<file path="config.mk">
export PLATFORM = sky130hd
export DESIGN_NAME = sdcmd_engine
export DESIGN_NICKNAME = d
export VERILOG_FILES = /design/src/rtl/sdcmd_pkg.sv /design/src/rtl/sdcmd_crc7.sv /design/src/rtl/sdcmd_link.sv /design/src/rtl/sdcmd_regfile.sv /design/src/rtl/sdcmd_engine.sv
export SDC_FILE = /design/constraint.sdc
export NUM_CORES = 1
export LEC_CHECK = 0
export BUFFER_PORTS_ARGS = -buffer_cell sky130_fd_sc_hd__buf_2
export CAP_MARGIN = 20
export CORE_MARGIN = 2
export CORE_UTILIZATION = 53
export DETAILED_ROUTE_END_ITERATION = 10
export HOLD_SLACK_MARGIN = 0.02
export PLACE_DENSITY_LB_ADDON = 0.15
export SYNTH_ARGS = -nofsm -noshare
export SYNTH_HDL_FRONTEND = slang
export SYNTH_SLANG_ARGS = --single-unit
</file>
<file path="constraint.sdc">
create_clock -name clk_i -period 5.5 [get_ports clk_i]
set_clock_uncertainty 0.2 [all_clocks]
set_input_delay 1.1 -clock clk_i [delete_from_list [all_inputs] [get_ports clk_i]]
set_output_delay 1.1 -clock clk_i [all_outputs]
set_load 0.01 [all_outputs]
</file>
<file path="src/rtl/sdcmd_pkg.sv">
package sdcmd_pkg;
  localparam int unsigned CMD_FRAME_LEN = 48;
  localparam int unsigned CRC_SPAN_CMD  = 40;
  localparam int unsigned SHORT_LEN     = 48;
  localparam int unsigned LONG_LEN      = 136;
  localparam int unsigned RSP_BITS      = 128;

  localparam logic [2:0] A_ARG  = 3'd0;
  localparam logic [2:0] A_CMD  = 3'd1;
  localparam logic [2:0] A_STAT = 3'd2;
  localparam logic [2:0] A_CLR  = 3'd3;

  localparam int unsigned F_NEED = 6;
  localparam int unsigned F_LONG = 7;
  localparam int unsigned F_APP  = 8;
  localparam int unsigned F_EN   = 9;

  typedef enum logic [1:0] {
    ST_IDLE,
    ST_TX,
    ST_WAIT,
    ST_RX
  } link_state_e;

  // bit order equals status register layout
  typedef struct packed {
    logic sent;
    logic tmo;
    logic fail;
    logic ok;
  } evt_t;
endpackage

</file>
<file path="src/rtl/sdcmd_crc7.sv">
module sdcmd_crc7 (
  input  logic       clk_i,
  input  logic       rst_ni,
  input  logic       clr_i,
  input  logic       upd_i,
  input  logic       shf_i,
  input  logic       bit_i,
  output logic [6:0] crc_o
);
  logic [6:0] crc_q;
  logic       fb;

  assign fb = bit_i ^ crc_q[6];

  always_ff @(posedge clk_i or negedge rst_ni) begin
    if (!rst_ni)    crc_q <= '0;
    else if (clr_i) crc_q <= '0;
    else if (upd_i) crc_q <= {crc_q[5:0], 1'b0} ^ ({7{fb}} & 7'h09);
    else if (shf_i) crc_q <= {crc_q[5:0], 1'b0};
  end

  assign crc_o = crc_q;
endmodule

</file>
<file path="src/rtl/sdcmd_link.sv">
module sdcmd_link
  import sdcmd_pkg::*;
#(
  parameter int unsigned TIMEOUT_CYC = 64
) (
  input  logic                clk_i,
  input  logic                rst_ni,
  input  logic                start_i,
  input  logic [5:0]          idx_i,
  input  logic [31:0]         arg_i,
  input  logic                need_i,
  input  logic                long_i,
  input  logic                cmd_i,
  output logic                cmd_o,
  output logic                cmd_oe_o,
  output logic                busy_o,
  output evt_t                evt_o,
  output logic                rsp_we_o,
  output logic                rsp_long_o,
  output logic [RSP_BITS-1:0] rsp_o
);
  localparam int unsigned CW = $clog2(LONG_LEN);
  localparam int unsigned TW = (TIMEOUT_CYC > 1) ? $clog2(TIMEOUT_CYC) : 1;
  localparam logic [CW-1:0] TX_LAST   = CW'(CMD_FRAME_LEN - 1);
  localparam logic [CW-1:0] TX_CRC_LO = CW'(CRC_SPAN_CMD);
  localparam logic [CW-1:0] S_LO      = CW'(0);
  localparam logic [CW-1:0] S_HI      = CW'(CRC_SPAN_CMD - 1);
  localparam logic [CW-1:0] L_LO      = CW'(LONG_LEN - RSP_BITS);
  localparam logic [CW-1:0] L_HI      = CW'(RSP_BITS - 1);
  localparam logic [CW-1:0] S_END     = CW'(SHORT_LEN - 1);
  localparam logic [CW-1:0] L_END     = CW'(LONG_LEN - 1);
  localparam logic [TW-1:0] W_LAST    = TW'(TIMEOUT_CYC - 1);

  link_state_e            state_q;
  logic [CW-1:0]          cnt_q;
  logic [TW-1:0]          wcnt_q;
  logic [39:0]            tx_sr_q;
  logic [LONG_LEN-2:0]    rx_sr_q;
  logic                   need_q, long_q, mism_q;
  logic                   cmd_q, oe_q;

  logic [6:0]             crc;
  logic                   crc_clr, crc_upd, crc_shf, crc_bit;
  logic                   tx_bit, start_seen, last;
  logic                   in_content, in_crc;
  logic [CW-1:0]          c_lo, c_hi, c_end;
  logic [LONG_LEN-1:0]    rx_full;

  assign c_lo  = long_q ? L_LO  : S_LO;
  assign c_hi  = long_q ? L_HI  : S_HI;
  assign c_end = long_q ? L_END : S_END;

  always_comb begin
    if (cnt_q < TX_CRC_LO)    tx_bit = tx_sr_q[39];
    else if (cnt_q < TX_LAST) tx_bit = crc[6];
    else                      tx_bit = 1'b1;
  end

  assign in_content = (state_q == ST_RX) && (cnt_q >= c_lo) && (cnt_q <= c_hi);
  assign in_crc     = (state_q == ST_RX) && (cnt_q > c_hi) && (cnt_q < c_end);
  assign start_seen = (state_q == ST_WAIT) && need_q && !cmd_i;
  assign last       = (state_q == ST_RX) && (cnt_q == c_end);

  assign crc_clr = start_i || ((state_q == ST_TX) && (cnt_q == TX_LAST));
  assign crc_upd = ((state_q == ST_TX) && (cnt_q < TX_CRC_LO))
                 || (start_seen && !long_q) || in_content;
  assign crc_shf = ((state_q == ST_TX) && (cnt_q >= TX_CRC_LO) && (cnt_q < TX_LAST))
                 || in_crc;
  assign crc_bit = (state_q == ST_TX) ? tx_sr_q[39] : cmd_i;

  sdcmd_crc7 crc_i (
    .clk_i  (clk_i),
    .rst_ni (rst_ni),
    .clr_i  (crc_clr),
    .upd_i  (crc_upd),
    .shf_i  (crc_shf),
    .bit_i  (crc_bit),
    .crc_o  (crc)
  );

  always_comb begin
    evt_o      = '0;
    evt_o.sent = (state_q == ST_WAIT) && !need_q;
    evt_o.tmo  = (state_q == ST_WAIT) && need_q && cmd_i && (wcnt_q == W_LAST);
    evt_o.ok   = last && !mism_q && cmd_i;
    evt_o.fail = last && (mism_q || !cmd_i);
  end

  assign rx_full    = {rx_sr_q, cmd_i};
  assign rsp_we_o   = last;
  assign rsp_long_o = long_q;
  assign rsp_o      = long_q ? rx_full[RSP_BITS-1:0] : {96'b0, rx_full[39:8]};

  always_ff @(posedge clk_i or negedge rst_ni) begin
    if (!rst_ni) begin
      state_q <= ST_IDLE;
      cnt_q   <= '0;
      wcnt_q  <= '0;
      tx_sr_q <= '0;
      rx_sr_q <= '0;
      need_q  <= 1'b0;
      long_q  <= 1'b0;
      mism_q  <= 1'b0;
    end else begin
      unique case (state_q)
        ST_IDLE: if (start_i) begin
          tx_sr_q <= {1'b0, 1'b1, idx_i, arg_i};
          need_q  <= need_i;
          long_q  <= long_i;
          cnt_q   <= '0;
          state_q <= ST_TX;
        end
        ST_TX: begin
          if (cnt_q < TX_CRC_LO) tx_sr_q <= {tx_sr_q[38:0], 1'b0};
          if (cnt_q == TX_LAST) begin
            cnt_q   <= '0;
            wcnt_q  <= '0;
            state_q <= ST_WAIT;
          end else begin
            cnt_q <= cnt_q + 1'b1;
          end
        end
        ST_WAIT: begin
          if (!need_q) begin
            state_q <= ST_IDLE;
          end else if (!cmd_i) begin
            rx_sr_q <= rx_full[LONG_LEN-2:0];
            mism_q  <= 1'b0;
            cnt_q   <= CW'(1);
            state_q <= ST_RX;
          end else if (wcnt_q == W_LAST) begin
            state_q <= ST_IDLE;
          end else begin
            wcnt_q <= wcnt_q + 1'b1;
          end
        end
        ST_RX: begin
          rx_sr_q <= rx_full[LONG_LEN-2:0];
          if (in_crc && (cmd_i != crc[6])) mism_q <= 1'b1;
          if (last) state_q <= ST_IDLE;
          else      cnt_q   <= cnt_q + 1'b1;
        end
        default: state_q <= ST_IDLE;
      endcase
    end
  end

  always_ff @(posedge clk_i or negedge rst_ni) begin
    if (!rst_ni) begin
      cmd_q <= 1'b1;
      oe_q  <= 1'b0;
    end else begin
      cmd_q <= (state_q == ST_TX) ? tx_bit : 1'b1;
      oe_q  <= (state_q == ST_TX);
    end
  end

  assign cmd_o    = cmd_q;
  assign cmd_oe_o = oe_q;
  assign busy_o   = (state_q != ST_IDLE);

  p_one_outcome_r7: assert property (@(posedge clk_i) disable iff (!rst_ni)
    $onehot0(evt_o));
  p_line_idle_high_r2: assert property (@(posedge clk_i) disable iff (!rst_ni)
    !cmd_oe_o |-> cmd_o);
  p_start_only_idle_r9: assert property (@(posedge clk_i) disable iff (!rst_ni)
    start_i |-> (state_q == ST_IDLE));
  p_oe_after_start_r2: assert property (@(posedge clk_i) disable iff (!rst_ni)
    start_i |=> !cmd_oe_o ##1 cmd_oe_o);
endmodule

</file>
<file path="src/rtl/sdcmd_regfile.sv">
module sdcmd_regfile
  import sdcmd_pkg::*;
(
  input  logic                clk_i,
  input  logic                rst_ni,
  input  logic                wr_i,
  input  logic [2:0]          addr_i,
  input  logic [31:0]         wdata_i,
  input  logic [2:0]          raddr_i,
  output logic [31:0]         rdata_o,
  input  logic                busy_i,
  input  evt_t                evt_i,
  input  logic                rsp_we_i,
  input  logic                rsp_long_i,
  input  logic [RSP_BITS-1:0] rsp_i,
  output logic                start_o,
  output logic [5:0]          start_idx_o,
  output logic                start_need_o,
  output logic                start_long_o,
  output logic [31:0]         arg_o
);
  localparam int unsigned NWORD = RSP_BITS / 32;

  logic [31:0] arg_q;
  logic [5:0]  idx_q;
  logic        need_q, long_q, app_q;
  logic [3:0]  stat_q;
  logic [3:0]  clr_mask;
  logic [31:0] rsp_q [NWORD];
  logic        wr_arg, wr_cmd;

  assign wr_arg   = wr_i && (addr_i == A_ARG) && !busy_i;
  assign wr_cmd   = wr_i && (addr_i == A_CMD) && !busy_i;
  assign clr_mask = (wr_i && (addr_i == A_CLR)) ? wdata_i[3:0] : 4'b0;

  assign start_o      = wr_cmd && wdata_i[F_EN];
  assign start_idx_o  = wdata_i[5:0];
  assign start_need_o = wdata_i[F_NEED];
  assign start_long_o = wdata_i[F_LONG];
  assign arg_o        = arg_q;

  always_ff @(posedge clk_i or negedge rst_ni) begin
    if (!rst_ni) begin
      arg_q  <= '0;
      idx_q  <= '0;
      need_q <= 1'b0;
      long_q <= 1'b0;
      app_q  <= 1'b0;
      stat_q <= '0;
    end else begin
      if (wr_arg) arg_q <= wdata_i;
      if (wr_cmd) begin
        idx_q  <= wdata_i[5:0];
        need_q <= wdata_i[F_NEED];
        long_q <= wdata_i[F_LONG];
        app_q  <= wdata_i[F_APP];
      end
      stat_q <= (stat_q & ~clr_mask) | evt_i;
    end
  end

  for (genvar w = 0; w < NWORD; w++) begin : g_rsp
    always_ff @(posedge clk_i or negedge rst_ni) begin
      if (!rst_ni)                               rsp_q[w] <= '0;
      else if (rsp_we_i && (rsp_long_i || w == 0)) rsp_q[w] <= rsp_i[32*w +: 32];
    end
  end

  always_comb begin
    unique case (raddr_i)
      A_ARG:   rdata_o = arg_q;
      A_CMD:   rdata_o = {22'b0, busy_i, app_q, long_q, need_q, idx_q};
      A_STAT:  rdata_o = {28'b0, stat_q};
      A_CLR:   rdata_o = '0;
      default: rdata_o = rsp_q[raddr_i[1:0]];
    endcase
  end

  p_set_wins_r8: assert property (@(posedge clk_i) disable iff (!rst_ni)
    (|evt_i) |=> ((stat_q & $past(evt_i)) == $past(evt_i)));
  p_busy_arg_hold_r9: assert property (@(posedge clk_i) disable iff (!rst_ni)
    (busy_i && wr_i && addr_i == A_ARG) |=> $stable(arg_q));
  p_sticky_r8: assert property (@(posedge clk_i) disable iff (!rst_ni)
    (!(wr_i && addr_i == A_CLR) && (|stat_q)) |=> ((stat_q & $past(stat_q)) == $past(stat_q)));
endmodule

</file>
<file path="src/rtl/sdcmd_engine.sv">
module sdcmd_engine
  import sdcmd_pkg::*;
#(
  parameter int unsigned TIMEOUT_CYC = 64
) (
  input  logic        clk_i,
  input  logic        rst_ni,
  input  logic        reg_wr_i,
  input  logic [2:0]  reg_addr_i,
  input  logic [31:0] reg_wdata_i,
  input  logic [2:0]  reg_raddr_i,
  output logic [31:0] reg_rdata_o,
  output logic        cmd_o,
  output logic        cmd_oe_o,
  input  logic        cmd_i
);
  logic                start, s_need, s_long, busy, rsp_we, rsp_long;
  logic [5:0]          s_idx;
  logic [31:0]         arg;
  logic [RSP_BITS-1:0] rsp;
  evt_t                evt;

  sdcmd_regfile regs_i (
    .clk_i        (clk_i),
    .rst_ni       (rst_ni),
    .wr_i         (reg_wr_i),
    .addr_i       (reg_addr_i),
    .wdata_i      (reg_wdata_i),
    .raddr_i      (reg_raddr_i),
    .rdata_o      (reg_rdata_o),
    .busy_i       (busy),
    .evt_i        (evt),
    .rsp_we_i     (rsp_we),
    .rsp_long_i   (rsp_long),
    .rsp_i        (rsp),
    .start_o      (start),
    .start_idx_o  (s_idx),
    .start_need_o (s_need),
    .start_long_o (s_long),
    .arg_o        (arg)
  );

  sdcmd_link #(.TIMEOUT_CYC(TIMEOUT_CYC)) link_i (
    .clk_i      (clk_i),
    .rst_ni     (rst_ni),
    .start_i    (start),
    .idx_i      (s_idx),
    .arg_i      (arg),
    .need_i     (s_need),
    .long_i     (s_long),
    .cmd_i      (cmd_i),
    .cmd_o      (cmd_o),
    .cmd_oe_o   (cmd_oe_o),
    .busy_o     (busy),
    .evt_o      (evt),
    .rsp_we_o   (rsp_we),
    .rsp_long_o (rsp_long),
    .rsp_o      (rsp)
  );
endmodule

</file>
* Word-level counts from Yosys, hierarchy flattened
Index checks and enable logic that the tools add are counted.
** Storage, ports and cells
- Register bits :: 368
- Input bits :: 42
- Output and inout bits :: 34
- Word-level logic and storage cells :: 155
** Cells by class
- Add/sub/neg operators :: 2
- $lt $le $gt $ge :: 8
- Eq/ne operators :: 23
- Multiplexer cells :: 44
- Bitwise operators :: 6
- Reductions and logical operators :: 51
** Operator list (number)
- 127-bit 2-to-1 mux :: 2
- 127-bit one-hot mux with 2 select lines :: 1
- 128-bit 2-to-1 mux :: 1
- 32-bit one-hot mux with 4 select lines :: 1
- 40-bit 2-to-1 mux :: 2
- 40-bit one-hot mux with 2 select lines :: 1
- 32-bit binary-select mux with 2-bit select :: 1
- 32-bit 2-to-1 mux :: 2
- 8-bit 2-to-1 mux :: 6
- 8-bit one-hot mux with 4 select lines :: 1
- 7-bit 2-to-1 mux :: 4
- 1-bit logical AND :: 26
- 6-bit 2-to-1 mux :: 4
- 8-bit by 6-bit < comparator with 1-bit output (second input constant) :: 2
- 2-bit 2-to-1 mux :: 6
- 6-bit one-hot mux with 2 select lines :: 1
- 4-bit AND reduction :: 3
- 2-bit by 1-bit != test with 1-bit output (second input constant) :: 5
- 2-bit != test (second input constant) :: 5
- 3-bit by 2-bit equality test with 1-bit output (second input constant) :: 3
- 8-bit by 1-bit adder with 8-bit output (second input constant) :: 1
- 8-bit by 6-bit equality test with 1-bit output (second input constant) :: 1
- 8-bit equality test :: 1
- 8-bit by 6-bit >= comparator with 1-bit output (second input constant) :: 1
- other kinds (31) :: 53

* Logic depth before layout (Yosys ltp)
- Depth in word-level cells :: 8
- Depth in mapped cells :: 11
- Depth with buffers taken out :: 8

* Modules after synthesis
Synthesis repeated with hierarchy kept, for this count alone.
** Unflattened totals
- Cells, all modules :: 1336
- Area, all modules :: 17271.6 um^2
** Modules (own cells, without submodules)
- sdcmd_link :: times used 1, cells each 759, area each 9091.2 um^2, seq. area each 4705.8 um^2
- sdcmd_regfile :: times used 1, cells each 545, area each 7873.8 um^2, seq. area each 4329.2 um^2
- sdcmd_crc7 :: times used 1, cells each 32, area each 306.5 um^2, seq. area each 175.2 um^2

* Worst setup path after synthesis
No wires, ideal clock.
- Kind :: input to output
- Start :: input reg_raddr_i[0]
- End :: output reg_rdata_o[9]
- Data arrival time :: 2395 ps
- Data required time :: 4200 ps
- Path slack :: 1805 ps
- Cell stages on the path :: 5
- Buffers on the path :: 3
- Path through :: buf_2 buf_2 buf_1 o21ai_0 o21ai_0
** On the way
- Longest elaborated chain between the ends :: 5
- Elaborated cells between the ends (all ways) :: 9
- Those cells by class :: eq/ne (3); mux (4); bitwise (1); reduce/logical (1)
** RTL lines
- start, declared :: line sdcmd_engine.sv:11 : input logic [2:0] reg_raddr_i,
- 2-bit inverter with 3-bit output (not written as such) :: line sdcmd_regfile.sv:75 : default: rdata_o = rsp_q[raddr_i[1:0]];
- 32-bit binary-select mux with 2-bit select :: line sdcmd_regfile.sv:75
- 32-bit 2-to-1 mux (not written as such) (2 in series) :: line sdcmd_regfile.sv:75
- 32-bit one-hot mux with 4 select lines (*) :: line sdcmd_regfile.sv:70 : unique case (raddr_i)
- end, declared :: line sdcmd_engine.sv:12 : output logic [31:0] reg_rdata_o,
Every way passes the cells marked *; elsewhere a longest branch is shown, timed or not. The select of a mux whose other input is x is not followed.

* Final worst setup path
- Start :: input reg_raddr_i[0]
- End :: output reg_rdata_o[6]
The elaborated chain is that of the path after synthesis.

==> run_results.csv <==
group,metric,value,unit
sta,hold_violations,0,
global_route,overflow,0,
worst_setup_path,path_buf_inv,3,
global_route,grt_pass1_vias,9755,
cells_and_area,syn_to_final_growth,12.7,%
cts,clkLatencyLatePin,520,ps
pwr,combPwrFrac,0.150,
pwr,p_clk_frac,0.387,
synth,async_flop_share,1.00,
min_path,min_to,"link_i.wcnt_q[5]",
cells_and_area,antenna_cells,0,
floorplanning,rows,63,
drt,drc_errors,0,
synth,ys.flop_type,"dfrtp_1",
min_path,hold-path-cell-count,1,
pwr,cellLeakagePower,0.00888,uW
synth,synth-edff-count,0,
synth,ys_types,60,
drt,viasPerCell,5.76,
floorplanning,initial_core_util,0.542,
global_route,grt_max_degree,117,
cts,cts_resized,0,
synth,yosysTopAreaCell,"dfrtp_1",
sta,post-route-period-util,0.772,
cts,cts_root_buf,"clkbuf_16",
sta,slew_viol_final,0,
worst_setup_path,critPathSlowestCell,"buf_2",
synth,synth_seq_cells,368,
place,globalplace.congestion,0.786,
sta,worstMarginPinSlew,902,ps
worst_setup_path,path_cells,"buf_2 > buf_4 > mux4_2 > nand2_1 > o21ai_0 > buf_2",
cts,clkSinkCount,368,
worst_setup_path,worstRegToRegCells,9,
cts,cts_max_level,2,
floorplanning,fp.coreArea,29900,sq um
job,max_cap_viol_count,0,
sta,fin_setup_tns,0,ps
global_route,grt_util_met3,0.0350,
floorplanning,io_pins,76,
place,portBuffers,75,
cts,cts_buffers,40,
worst_setup_path,r2r_start,"link_i.rsp_long_o",
global_route,grt_pass1_wl,55500,microns
drt,ant_nets,0,
synth,netlist_area,16200,sq um
drt,drt_iter0_drc,649,
worst_setup_path,required,4200,ps
worst_setup_path,worst_setup_path_start_kind,"input port",
drt,route.vias.total,9698,
pwr,switchingPower,1880,uW
synth,yosysSeqAreaShare,0.569,
min_path,hold_class,"reg2reg",
sta,layout_min_cycle_time,4250,ps
cts,cts_tree,"yes",
synth,synth_most_common_cell,"dfrtp_1",
pwr,intPower,5140,uW
global_route,grt_usage,0.224,
synth,ys_top_cells_by_area,"dfrtp_1, mux2_2, mux2_1, mux2i_1, mux4_2",
cells_and_area,drive_gt1_frac,0.287,
cells_and_area,design_area,18300,sq um
floorplanning,die_h,179,microns
synth,ys_warn_count,0,
worst_setup_path,worstPathArrival,2950,ps
drt,wirelength,34700,microns
sta,grt_setup_unrepaired,"false",
floorplanning,die_x,179,microns
worst_setup_path,rrSetupSlack,2230,ps
pwr,ir_drop,0.000214,V
worst_setup_path,crit_top_cell,"buf_2",
place,dp_hpwl,23500,microns
sta,slew_headroom,0.399,
worst_setup_path,reg2reg_to,"regs_i.rsp_q[84]",
worst_setup_path,end_kind,"output port",
synth,syn_area_per_cell,13.4,sq um
min_path,min_from,"link_i.wcnt_q[5]",
worst_setup_path,slowest_delay,560,ps
cts,cts_setup_buffers,0,
worst_setup_path,critPathTopFamily,"buffers and inverters",
place,placed_area,16900,sq um
sta,fmax,235,MHz
synth,syn_inst,1207,
worst_setup_path,crit_type,"in2out",
global_route,grt_use_met2,0.335,
pwr,p_per_area,385,nW/um^2
worst_setup_path,worstPathMaxFanout,21,
status,run_status,"completed",
synth,syn_nets,1259,
drt,wl_per_cell,20.6,microns
drt,drtPass1Iterations,5,
pwr,seq_power_share,0.463,
global_route,gr-usage-met1,0.350,
sta,setup_viol,0,
global_route,antenna_found_initial,0,
cts,cts_max_path_buffers,3,
cells_and_area,final_nets,1317,
synth,synth_top_area_frac,0.567,
synth,synthTopCellsByCount,"dfrtp_1, mux2_2, mux2_1",
pwr,netSwitchingFraction,0.268,
floorplanning,die-area,32000,sq um
global_route,busiest_layer,"met1",
cts,clkTransAtPathRegs,60,ps
cts,hold_buffers,0,
[state kept, by name (all words and copies together) (netlist names)]
signal,count
regs_i.app_q,1
regs_i.need_q,1
link_i.rx_sr_q,127
link_i.need_q,1
link_i.mism_q,1
link_i.wcnt_q,6
regs_i.arg_o,32
regs_i.rsp_q,128
regs_i.stat_q,4
link_i.tx_sr_q,40
link_i.crc_i.crc_o,7
link_i.cmd_oe_o,1
link_i.state_q,2
link_i.cnt_q,8
regs_i.long_q,1
link_i.rsp_long_o,1
regs_i.idx_q,6
link_i.cmd_o,1
[layout make-up]
| cell class | count | area (sq um) |
|---|---|---|
| Sequential cell | 368 | 9210 |
| Multi-Input combinational cell | 747 | 6580 |
| Clock buffer | 57 | 1200 |
| Inverter | 16 | 60.1 |
| Timing Repair Buffer | 92 | 554 |
| Tap cell | 390 | 488 |
| Clock inverter | 13 | 158 |
| Fill cell | 2366 | 11600 |
[kinds of logic (layout without fill, tap and decap cells)]
logic type               count (synthesis)  count (layout)  synth area share
AO/OA/AOI/OAI                          174             174            0.0669
XOR/XNOR                                 3               3           0.00162
adder cells (fa/ha/maj)                 10              10           0.00773
buffers and inverters                   92             178            0.0257
flip-flops                             368             368             0.569
multiplexers                           376             376             0.278
AND/OR/NAND/NOR                        184             184            0.0514
[layer usage]
layer,part of all wire,vias up
li1,-,4467
met1,0.50,5019
met2,0.44,174
met3,0.045,38
met4,0.014,0
met5,0,-
[power by group through the flow]
stage	clock network [uW]	logic [uW]	registers (uW)
after global placement	0	1030	3290
final	2720	1050	3250
after floorplan	0	822	3200
after CTS	2780	1070	3250
after detailed placement	0	1060	3290
after global routing	2900	1180	3290
[how the worst max path moves through the flow]
stage                    from         endpoint  slack [ps]  cells after the start
4_1_cts        reg_raddr_i[0]  reg_rdata_o[30]        1190                      5
5_1_grt        reg_raddr_i[0]   reg_rdata_o[6]        1080                      6
2_1_floorplan  reg_raddr_i[0]   reg_rdata_o[9]        1800                      5
3_5_place_dp   reg_raddr_i[0]  reg_rdata_o[30]        1200                      5
6_report       reg_raddr_i[0]   reg_rdata_o[6]        1250                      6
3_3_place_gp   reg_raddr_i[0]  reg_rdata_o[30]        1200                      5
[worst reg2reg max path, cell delays in order, from the launching register on]
cell and delay (ps):
dfrtp_2 350, buf_4 530, inv_1 250, ha_1 340, and4bb_1 230, nand2_1 130, nor2_4 60, nand2_4 70
buf_4 550, mux2_1 450
[cells in the final DEF (no fill, tap or decap), types with 5 or more instances in the layout]
cell type  count
nor3_1         5
inv_1         15
buf_2         74
clkbuf_1       5
nor2b_1        6
mux2i_1       80
mux4_2        32
clkbuf_8      11
mux2_1        98
clkinv_2       5
a211oi_1       5
a21oi_1       50
nand2_1       82
dfrtp_1      366
ha_1          10
buf_4         13
a22o_1        23
nand3_1       15
mux2_2       166
o21ai_1       48
clkbuf_16     41
o31ai_1        6
o21ai_0       22
nor2_1        49
[metrics by stage]
stage                     std cells  utilization  power [uW]  hold slack, ps  setup slack [ps]
after floorplan                1207            -        4020             245              1800
after global placement         1612        0.565        4320             262              1200
after detailed placement       1613        0.566        4360             267              1200
after CTS                      1683        0.611        7090             280              1190
after global routing           1683        0.611        7360             300              1080
final                          1683        0.611        7020             280              1250
(Power assumes the default switching activity.)
